<file path="src/rtl/pwm_bank_pkg.sv">
package pwm_bank_pkg;
  localparam int CNT_W   = 16;
  localparam int MAX_SHF = 10;
  localparam int PRE_W   = MAX_SHF;
  localparam int PER_W   = 3 + 2 + 2 + CNT_W;

  typedef struct packed {
    logic [CNT_W-1:0] stop;
    logic [CNT_W-1:0] start;
  } act_cfg_t;

  typedef struct packed {
    logic [2:0]       div_code;
    logic [1:0]       idle_code;
    logic [1:0]       busy_code;
    logic [CNT_W-1:0] period;
  } per_cfg_t;

  function automatic logic [3:0] div_shift(input logic [2:0] code);
    case (code)
      3'd5:    return 4'd6;
      3'd6:    return 4'd8;
      3'd7:    return 4'd10;
      default: return {1'b0, code};
    endcase
  endfunction
endpackage

</file>
<file path="src/rtl/pwm_presc.sv">
module pwm_presc
  import pwm_bank_pkg::*;
(
  input  logic       clk,
  input  logic       rst_n,
  input  logic       run_i,
  input  logic [3:0] shift_i,
  output logic       tick_o
);
  logic [PRE_W-1:0] pc_q;
  logic [PRE_W:0]   lim;

  always_comb begin
    lim    = ({{PRE_W{1'b0}}, 1'b1} << shift_i) - 1'b1;
    tick_o = run_i && (pc_q == lim[PRE_W-1:0]);
  end

  always_ff @(posedge clk or negedge rst_n) begin
    if (!rst_n)      pc_q <= '0;
    else if (!run_i) pc_q <= '0;
    else if (tick_o) pc_q <= '0;
    else             pc_q <= pc_q + 1'b1;
  end


  tick_gap_chk: assert property (@(posedge clk) disable iff (!rst_n)
    (tick_o && shift_i != 4'd0) |=> (!tick_o || shift_i == 4'd0));
endmodule

</file>
<file path="src/rtl/pwm_shadow.sv">
module pwm_shadow
  import pwm_bank_pkg::*;
(
  input  logic        clk,
  input  logic        rst_n,
  input  logic        wr_act_i,
  input  logic        wr_per_i,
  input  logic [31:0] wr_data_i,
  input  logic        commit_ok_i,
  output act_cfg_t    act_live_o,
  output per_cfg_t    per_live_o
);
  act_cfg_t act_sh_q;
  per_cfg_t per_sh_q;
  logic     pend_q;

  always_ff @(posedge clk or negedge rst_n) begin
    if (!rst_n) begin
      act_sh_q   <= '0;
      per_sh_q   <= '0;
      act_live_o <= '0;
      per_live_o <= '0;
      pend_q     <= 1'b0;
    end else begin
      if (wr_act_i) act_sh_q <= act_cfg_t'(wr_data_i);
      if (wr_per_i) per_sh_q <= per_cfg_t'(wr_data_i[PER_W-1:0]);
      if (pend_q && commit_ok_i) begin
        act_live_o <= act_sh_q;
        per_live_o <= per_sh_q;
      end
      pend_q <= wr_per_i | (pend_q & ~commit_ok_i);
    end
  end


  act_alone_chk: assert property (@(posedge clk) disable iff (!rst_n)
    (wr_act_i && !wr_per_i && !pend_q) |=> !pend_q);


  commit_gate_chk: assert property (@(posedge clk) disable iff (!rst_n)
    !$stable(per_live_o) |-> ($past(pend_q) && $past(commit_ok_i)));
endmodule

</file>
<file path="src/rtl/pwm_chan.sv">
module pwm_chan
  import pwm_bank_pkg::*;
(
  input  logic        clk,
  input  logic        rst_n,
  input  logic        en_i,
  input  logic        wr_act_i,
  input  logic        wr_per_i,
  input  logic [31:0] wr_data_i,
  output logic        pwm_out_o,
  output logic        pwm_oe_o
);
  act_cfg_t         act;
  per_cfg_t         per;
  logic             tick, wrap, commit_ok, in_win;
  logic [CNT_W-1:0] cnt_q;
  logic [1:0]       code;

  pwm_shadow u_shadow (
    .clk        (clk),
    .rst_n      (rst_n),
    .wr_act_i   (wr_act_i),
    .wr_per_i   (wr_per_i),
    .wr_data_i  (wr_data_i),
    .commit_ok_i(commit_ok),
    .act_live_o (act),
    .per_live_o (per)
  );

  pwm_presc u_presc (
    .clk    (clk),
    .rst_n  (rst_n),
    .run_i  (en_i),
    .shift_i(div_shift(per.div_code)),
    .tick_o (tick)
  );

  always_comb begin
    wrap      = tick && (cnt_q == per.period);
    commit_ok = wrap || !en_i;
    in_win    = (cnt_q >= act.start) && (cnt_q < act.stop);
    code      = (en_i && in_win) ? per.busy_code : per.idle_code;
    pwm_oe_o  = code[1];
    pwm_out_o = code[1] & code[0];
  end

  always_ff @(posedge clk or negedge rst_n) begin
    if (!rst_n)     cnt_q <= '0;
    else if (!en_i) cnt_q <= '0;
    else if (tick)  cnt_q <= wrap ? '0 : cnt_q + 1'b1;
  end


  cnt_bound_chk: assert property (@(posedge clk) disable iff (!rst_n)
    en_i |-> (cnt_q <= per.period));


  idle_hold_chk: assert property (@(posedge clk) disable iff (!rst_n)
    !en_i |=> (cnt_q == '0));


  hiz_chk: assert property (@(posedge clk) disable iff (!rst_n)
    (per.busy_code[1] == 1'b0 && per.idle_code[1] == 1'b0) |-> (!pwm_oe_o && !pwm_out_o));
endmodule

</file>
<file path="src/rtl/pwm_bank.sv">
module pwm_bank
  import pwm_bank_pkg::*;
#(
  parameter int NUM_CH = 4,
  localparam int CH_W  = (NUM_CH > 1) ? $clog2(NUM_CH) : 1
) (
  input  logic              clk,
  input  logic              rst_n,
  input  logic [NUM_CH-1:0] ch_en,
  input  logic [CH_W-1:0]   wr_ch,
  input  logic              wr_active,
  input  logic              wr_period,
  input  logic [31:0]       wr_data,
  output logic [NUM_CH-1:0] pwm_out,
  output logic [NUM_CH-1:0] pwm_oe
);
  for (genvar g = 0; g < NUM_CH; g++) begin : g_ch
    logic hit;
    assign hit = (wr_ch == CH_W'(g));

    pwm_chan u_chan (
      .clk      (clk),
      .rst_n    (rst_n),
      .en_i     (ch_en[g]),
      .wr_act_i (wr_active && hit),
      .wr_per_i (wr_period && hit),
      .wr_data_i(wr_data),
      .pwm_out_o(pwm_out[g]),
      .pwm_oe_o (pwm_oe[g])
    );
  end


  reset_quiet_chk: assert property (@(posedge clk)
    $rose(rst_n) |-> (pwm_oe == '0));
endmodule

</file>
<file path="config.mk">
export PLATFORM = sky130hd
export DESIGN_NAME = pwm_bank
export DESIGN_NICKNAME = d
export VERILOG_FILES = /design/src/rtl/pwm_bank_pkg.sv /design/src/rtl/pwm_presc.sv /design/src/rtl/pwm_shadow.sv /design/src/rtl/pwm_chan.sv /design/src/rtl/pwm_bank.sv
export SDC_FILE = /design/constraint.sdc
export NUM_CORES = 1
export LEC_CHECK = 0
export ABC_AREA = 0
export ABC_CLOCK_PERIOD_IN_PS = 3410
export BUFFER_PORTS_ARGS = -buffer_cell sky130_fd_sc_hd__buf_2
export CAP_MARGIN = 0
export CORE_MARGIN = 5
export CORE_UTILIZATION = 63
export DETAILED_ROUTE_END_ITERATION = 8
export GPL_TIMING_DRIVEN = 0
export PLACE_DENSITY = 0.8
export SLEW_MARGIN = 20
export SYNTH_ARGS = -nofsm -noshare
export SYNTH_HDL_FRONTEND = slang
export SYNTH_SLANG_ARGS = --single-unit
</file>
<file path="constraint.sdc">
create_clock -name clk -period 3.41 [get_ports clk]
set_input_delay 0 -clock clk [delete_from_list [all_inputs] [get_ports clk]]
set_output_delay 0 -clock clk [all_outputs]
set_load 0.01 [all_outputs]
</file>
== Word-level counts from Yosys, hierarchy flattened ==
Cells that the tools add are included.
Widths: inputs -> output; s select.
Storage, ports and cells
  input bits: 42
  output and inout port bits: 8
  register bits: 548
  logic and storage cells: 192
Cells by class
  multiplexer cells: 28
  eq/ne operators: 27
  bitwise operators: 16
  add/sub/neg operators: 12
  shift-type cells: 4
  order comparisons: 8
  reductions and logical operators: 37
Operator list (number)
  $mux 16: 12
  $mux 10: 8
  $add 16x1->16 const B: 4
  $eq 16x16->1: 4
  $ge 16x16->1: 4
  $lt 16x16->1: 4
  $pmux 4 s3: 4
  $add 10x1->10 const B: 4
  $eq 10x10->1: 4
  $shl 1x4->10 const A: 4
  $sub 10x1->10 const B: 4
  $eq 3x3->1 const B: 12
  $logic_and 1x1->1: 28
  $and 1x1->1: 8
  $mux 2: 4
  $ne 2x1->1 const B: 4
  $eq 2x2->1 const B: 2
  $logic_not 1->1: 4
  $logic_or 1x1->1: 4
  $not 1->1: 4
  $or 1x1->1: 4
  $eq 2x1->1 const B: 1
  $logic_not 2->1: 1

== Logic depth before layout (Yosys ltp) ==
  depth after elaboration: 11
  mapped depth: 12
  gate-level depth less buffers: 10

== By module ==
From an unflattened synthesis, not the netlist that was laid out.
Unflattened totals
  cell total of the unflattened synthesis: 2252
  area, all modules: 27533.9 µm²
By module, submodules not included
  pwm_shadow: seq. area each 2777.7 µm², area each 4164.0 µm², times used 4, cells an instance 236
  pwm_chan: seq. area each 400.4 µm², area each 1784.2 µm², times used 4, cells an instance 214
  pwm_presc: seq. area each 250.2 µm², area each 919.6 µm², times used 4, cells an instance 111
  pwm_bank: seq. area each 0.0 µm², area each 62.6 µm², times used 1, cells an instance 8

== Worst setup path before layout ==
Ideal clock, no wire load.
  kind: register to register
  start: reg g_ch[3].u_chan.u_shadow.per_live_o[22] in the netlist's numbering
  end: reg g_ch[3].u_chan.u_shadow.act_live_o[0] in the netlist's numbering
  required time: 3285 ps
  path buffers: 2
  setup slack: 308 ps
  cell stages (with the launch flop): 12
  arrival time: 2976 ps
  period minus slack after synthesis: 3102 ps
  cell sequence: dfrtp_1 -> buf_2 -> or3b_2 -> ha_1 -> nor4bb_1 -> nand2_1 -> a32o_1 -> a2111o_1 -> nand2_2 -> nand2_4 -> buf_6 -> mux2_4
Between the ends
  word-level cells in the longest chain between the ends: 9
  elaborated cells on any way between the ends: 11
  classes of those cells: 1 x add/sub; 4 x eq/ne; 1 x shift; 1 x mux; 4 x reduce/logical
Ends and longest elaborated chain
  start: declaration: RTL line pwm_shadow.sv:11  | output per_cfg_t per_live_o
  start signal: assignment: RTL line pwm_shadow.sv:29  | per_live_o <= per_sh_q;
  $eq 3x3->1: RTL line pwm_bank_pkg.sv:20  | case (code)
  $pmux 4 s3 (*): RTL line pwm_bank_pkg.sv:20
  $shl 1x4->10 (*): RTL line pwm_presc.sv:14  | lim = ({{PRE_W{1'b0}}, 1'b1} << shift_i) - 1'b1;
  $sub 10x1->10 (*): RTL line pwm_presc.sv:14
  $eq 10x10->1 (*): RTL line pwm_presc.sv:15  | tick_o = run_i && (pc_q == lim[PRE_W-1:0]);
  $logic_and 1x1->1 (*): RTL line pwm_presc.sv:15
  $logic_and 1x1->1 (*): RTL line pwm_chan.sv:39  | wrap = tick && (cnt_q == per.period);
  $logic_or 1x1->1 (*): RTL line pwm_chan.sv:40  | commit_ok = wrap || !en_i;
  $logic_and 1x1->1 (*): RTL line pwm_shadow.sv:27  | if (pend_q && commit_ok_i) begin
  end signal: assignment: RTL line pwm_shadow.sv:28  | act_live_o <= act_sh_q;
  end: declaration: RTL line pwm_shadow.sv:10  | output act_cfg_t act_live_o,
Every way passes the cells marked *; elsewhere a longest branch is shown, timed or not.
A chain may end at the register's enable or synchronous reset.

== Worst setup path in the final report ==
  start: reg g_ch[3].u_chan.u_shadow.per_live_o[22] in the netlist's numbering
  end: reg g_ch[3].u_chan.u_shadow.per_live_o[16] in the netlist's numbering
Between the ends
  word-level cells in the longest chain between the ends: 9
  elaborated cells on any way between the ends: 11
  classes of those cells: 1 x add/sub; 4 x eq/ne; 1 x shift; 1 x mux; 4 x reduce/logical
Ends and longest elaborated chain (RTL line)
  $eq 3x3->1: pwm_bank_pkg.sv:20
  $pmux 4 s3 (*): pwm_bank_pkg.sv:20
  $shl 1x4->10 (*): pwm_presc.sv:14
  $sub 10x1->10 (*): pwm_presc.sv:14
  $eq 10x10->1 (*): pwm_presc.sv:15
  $logic_and 1x1->1 (*): pwm_presc.sv:15
  $logic_and 1x1->1 (*): pwm_chan.sv:39
  $logic_or 1x1->1 (*): pwm_chan.sv:40
  $logic_and 1x1->1 (*): pwm_shadow.sv:27
Marked as above.

==> impl_metrics.ini <==
[clocking]
cts_buffer_depth = 3
clkSinkCount = 548
clk_latency_ns = 0.60
tritoncts = built
clkTransAtPathRegs_ns = 0.07
cts_setup_buffers = 0
root_buffer = clkbuf_16
htreeDepth = 2
cts_buffers = 56

[setup_path]
required_ns = 3.88
path_class = reg2reg
r2r_slack_ns = 0.12
path_max_fanout = 10
worst-path-buf-inv = 2
cp-start-kind = flip-flop
cp_slowest_cell = or3b_2
reg2reg_to = g_ch[3].u_chan.u_shadow.per_live_o[16]
path_delay_family = simple AND/OR/NAND/NOR gates
rr_worst_depth = 11
worstSetupEndpointType = flip-flop
r2r_start = g_ch[3].u_chan.u_shadow.per_live_o[22]
path_cells = clkbuf_4 > or3b_2 > ha_2 > nor4bb_4 > nand2_1 > a32o_1 > a2111o_1 > nand2_4 > nand2_8 > buf_6 > mux2_4
max_stage_delay_ns = 0.48
critical_path_arrival_ns = 3.76

[pwr]
vdd_drop_max_uv = 472
leakage_nw = 14.1
internal-power_mw = 14.6
power.total_mw = 20.4
swShare = 0.283
comb_power_share = 0.225
clkPwrFrac = 0.323
p_per_area_nw_per_um2 = 681
p_sw_mw = 5.78
seqPwrFrac = 0.451

[floorplan]
die_area_um2 = 46200
num_io_pins = 50
coreArea_um2 = 41800
die_w_um = 215
initial_utilization = 0.633
die_h_um = 215
num_rows = 75

[yosys]
yosysTopAreaCellShare = 0.518
synthTopCellsByCount = dfrtp_1 (548), mux2_2 (339), inv_1 (148)
synthTopCellsByArea = dfrtp_1 (52%), mux2_2 (14%), ha_1 (6.3%)
synthDistinctLibCells = 67
syn_area_per_cell_um2 = 12.5
yosysWarnings = 0
async_flop_share = 1.00
synth.most_common_cell = dfrtp_1
synthFlopType = dfrtp_1
synthCells = 2114
ys_ff_latch = 548
synth_edf_count = 0
synth_area_leader_cell = dfrtp_1
synth_area_um2 = 26500
synth_fp_nets = 2289
ys_seq_area_frac = 0.518

[drt]
routedWlPerCell_um = 22.1
postRouteAntennaNets = 0
firstDrtPassIters = 5
drc = 0
vias = 17100
routed_wl_mm = 62.9
avgViaCountPerCell = 6.01
drt_iter0_drc = 1348

[timing]
hold_viol = 0
max_slew.worst_pin.slew_ns = 0.850
slew_headroom = 0.431
setup_viol = 0
setup_slack_ns = 0.124
finalClockSkew_ns = 0.0183
fin_crit_ns = 3.29
drv_slew = 0
period_share = 0.964
max_freq_ghz = 0.304

[worst_hold_path]
min_from = wr_data[21]
hold_path_class = in2reg
min_to = g_ch[3].u_chan.u_shadow.act_sh_q[21]
worstHoldPathCells = 2

[global_route]
grt_overflow = 0
antenna_found_initial = 11
grtUsageTotal = 0.275
grt_pass1_wl_mm = 100
grt_max_degree = 103
grt_pass1_vias = 18200

[placement]
place.gp.congestion = 0.870
dp_hpwl_mm = 41.7
dp.cells = 2705
pre_cts_ws_ns = -0.0200
io_buffers = 46

[flow_run]
drv_cap = 0

[finish]
stdcell_count = 2846
fill_cells = 2759
layout-drive-gt1-share = 0.283
area_growth_pct = 13.3
final_nets = 2435

[outcome]
status = finished clean
==> logic make-up (layout without fill, tap and decap cells) <==
logic type | after synthesis | count (layout) | synth area share
DFF | 548 | 548 | 0.518
muxes | 451 | 451 | 0.206
and+or+nand+nor | 421 | 421 | 0.0816
buffers and inverters | 228 | 417 | 0.0376
AOI/OAI and AO/OA | 189 | 189 | 0.0459
xor gates and xnor gates | 144 | 144 | 0.0477
adders and majority gates | 133 | 133 | 0.0629
other | 0 | 4 | 0
==> stage by stage <==
step	utilization	hold WS [ns]	cell area (um2)	TNS, ns
after global routing	0.717	0.00656	30000	-0.0716
after CTS	0.716	0.000705	29900	0
after global placement	0.655	0.334	27400	-4520.97
final	0.717	0.0149	30000	0
after detailed placement	0.660	-0.121	27500	-0.257
after floorplan	-	-0.296	26500	0
==> layout make-up <==
cell class | instances | area (um2) | area share
inverter | 148 | 556 | 0.0185
sequential | 548 | 13700 | 0.458
timing repair buffer | 88 | 776 | 0.0259
clock buffer | 73 | 1580 | 0.0526
clock inverter | 28 | 417 | 0.0139
tap | 539 | 674 | 0.0225
antenna | 4 | 10.0 | 0.000334
multi-input combinational | 1338 | 11800 | 0.394
buffer | 80 | 440 | 0.0147
==> state kept, by name, summed over array words and instances, names as in the netlist <==
signal	flops
g_ch.u_chan.u_presc.pc_q	40
g_ch.u_chan.u_shadow.per_sh_q	92
g_ch.u_chan.cnt_q	64
g_ch.u_chan.u_shadow.act_live_o	128
g_ch.u_chan.u_shadow.pend_q	4
g_ch.u_chan.u_shadow.act_sh_q	128
g_ch.u_chan.u_shadow.per_live_o	92
==> worst max-delay path by stage <==
| stage | cells after the start | slack [ns] | endpoint | from |
|---|---|---|---|---|
| finish | 11 | 0.12 | g_ch[3].u_chan.u_shadow.per_live_o[16] | g_ch[3].u_chan.u_shadow.per_live_o[22] |
| global route | 11 | -0.01 | g_ch[3].u_chan.u_shadow.act_live_o[0] | g_ch[3].u_chan.u_shadow.per_live_o[22] |
| CTS | 11 | 0.02 | g_ch[3].u_chan.u_shadow.act_live_o[0] | g_ch[3].u_chan.u_shadow.per_live_o[22] |
| detailed placement | 11 | -0.02 | g_ch[3].u_chan.u_shadow.act_live_o[0] | g_ch[3].u_chan.u_shadow.per_live_o[22] |
| global placement | 1 | -8.33 | g_ch[0].u_chan.u_shadow.act_sh_q[0] | rst_n |
| floorplan | 11 | 0.31 | g_ch[3].u_chan.u_shadow.act_live_o[0] | g_ch[3].u_chan.u_shadow.per_live_o[22] |
==> power by group through the flow <==
stage / sequential, mW / clock (mW) / combinational (mW)
after floorplan: 8.88 / 0 / 3.46
after global placement: 9.17 / 0 / 4.22
after detailed placement: 9.27 / 0 / 4.49
after CTS: 9.18 / 6.69 / 4.60
after global routing: 9.39 / 6.99 / 5.11
final: 9.21 / 6.59 / 4.60
==> routing by layer <==
metal  vias up  part of all wire  GRT usage
li1       7718                 -          -
met1      8737              0.41      0.366
met2       495              0.48      0.452
met3       153             0.060     0.0429
met4         2             0.043      0.119
met5         -           0.00018          0
==> what timing repair did <==
item	CTS	global route
pin swaps	1	2
setup endpoints to repair	50	57
cloned	0	0
resized for setup	1	8
endpoints found under the hold margin	392	0
hold buffers	36	0
==> cells in the final DEF, fill, tap and decap left out, types with 64 or more instances in the layout <==
cell,instances
mux2_4,100
xnor2_1,64
nor2_1,119
ha_1,132
xor2_1,80
buf_2,67
mux2_2,339
inv_1,148
nand2_1,82
dfrtp_1,547
Note: power is estimated with default switching activity, not from simulation.
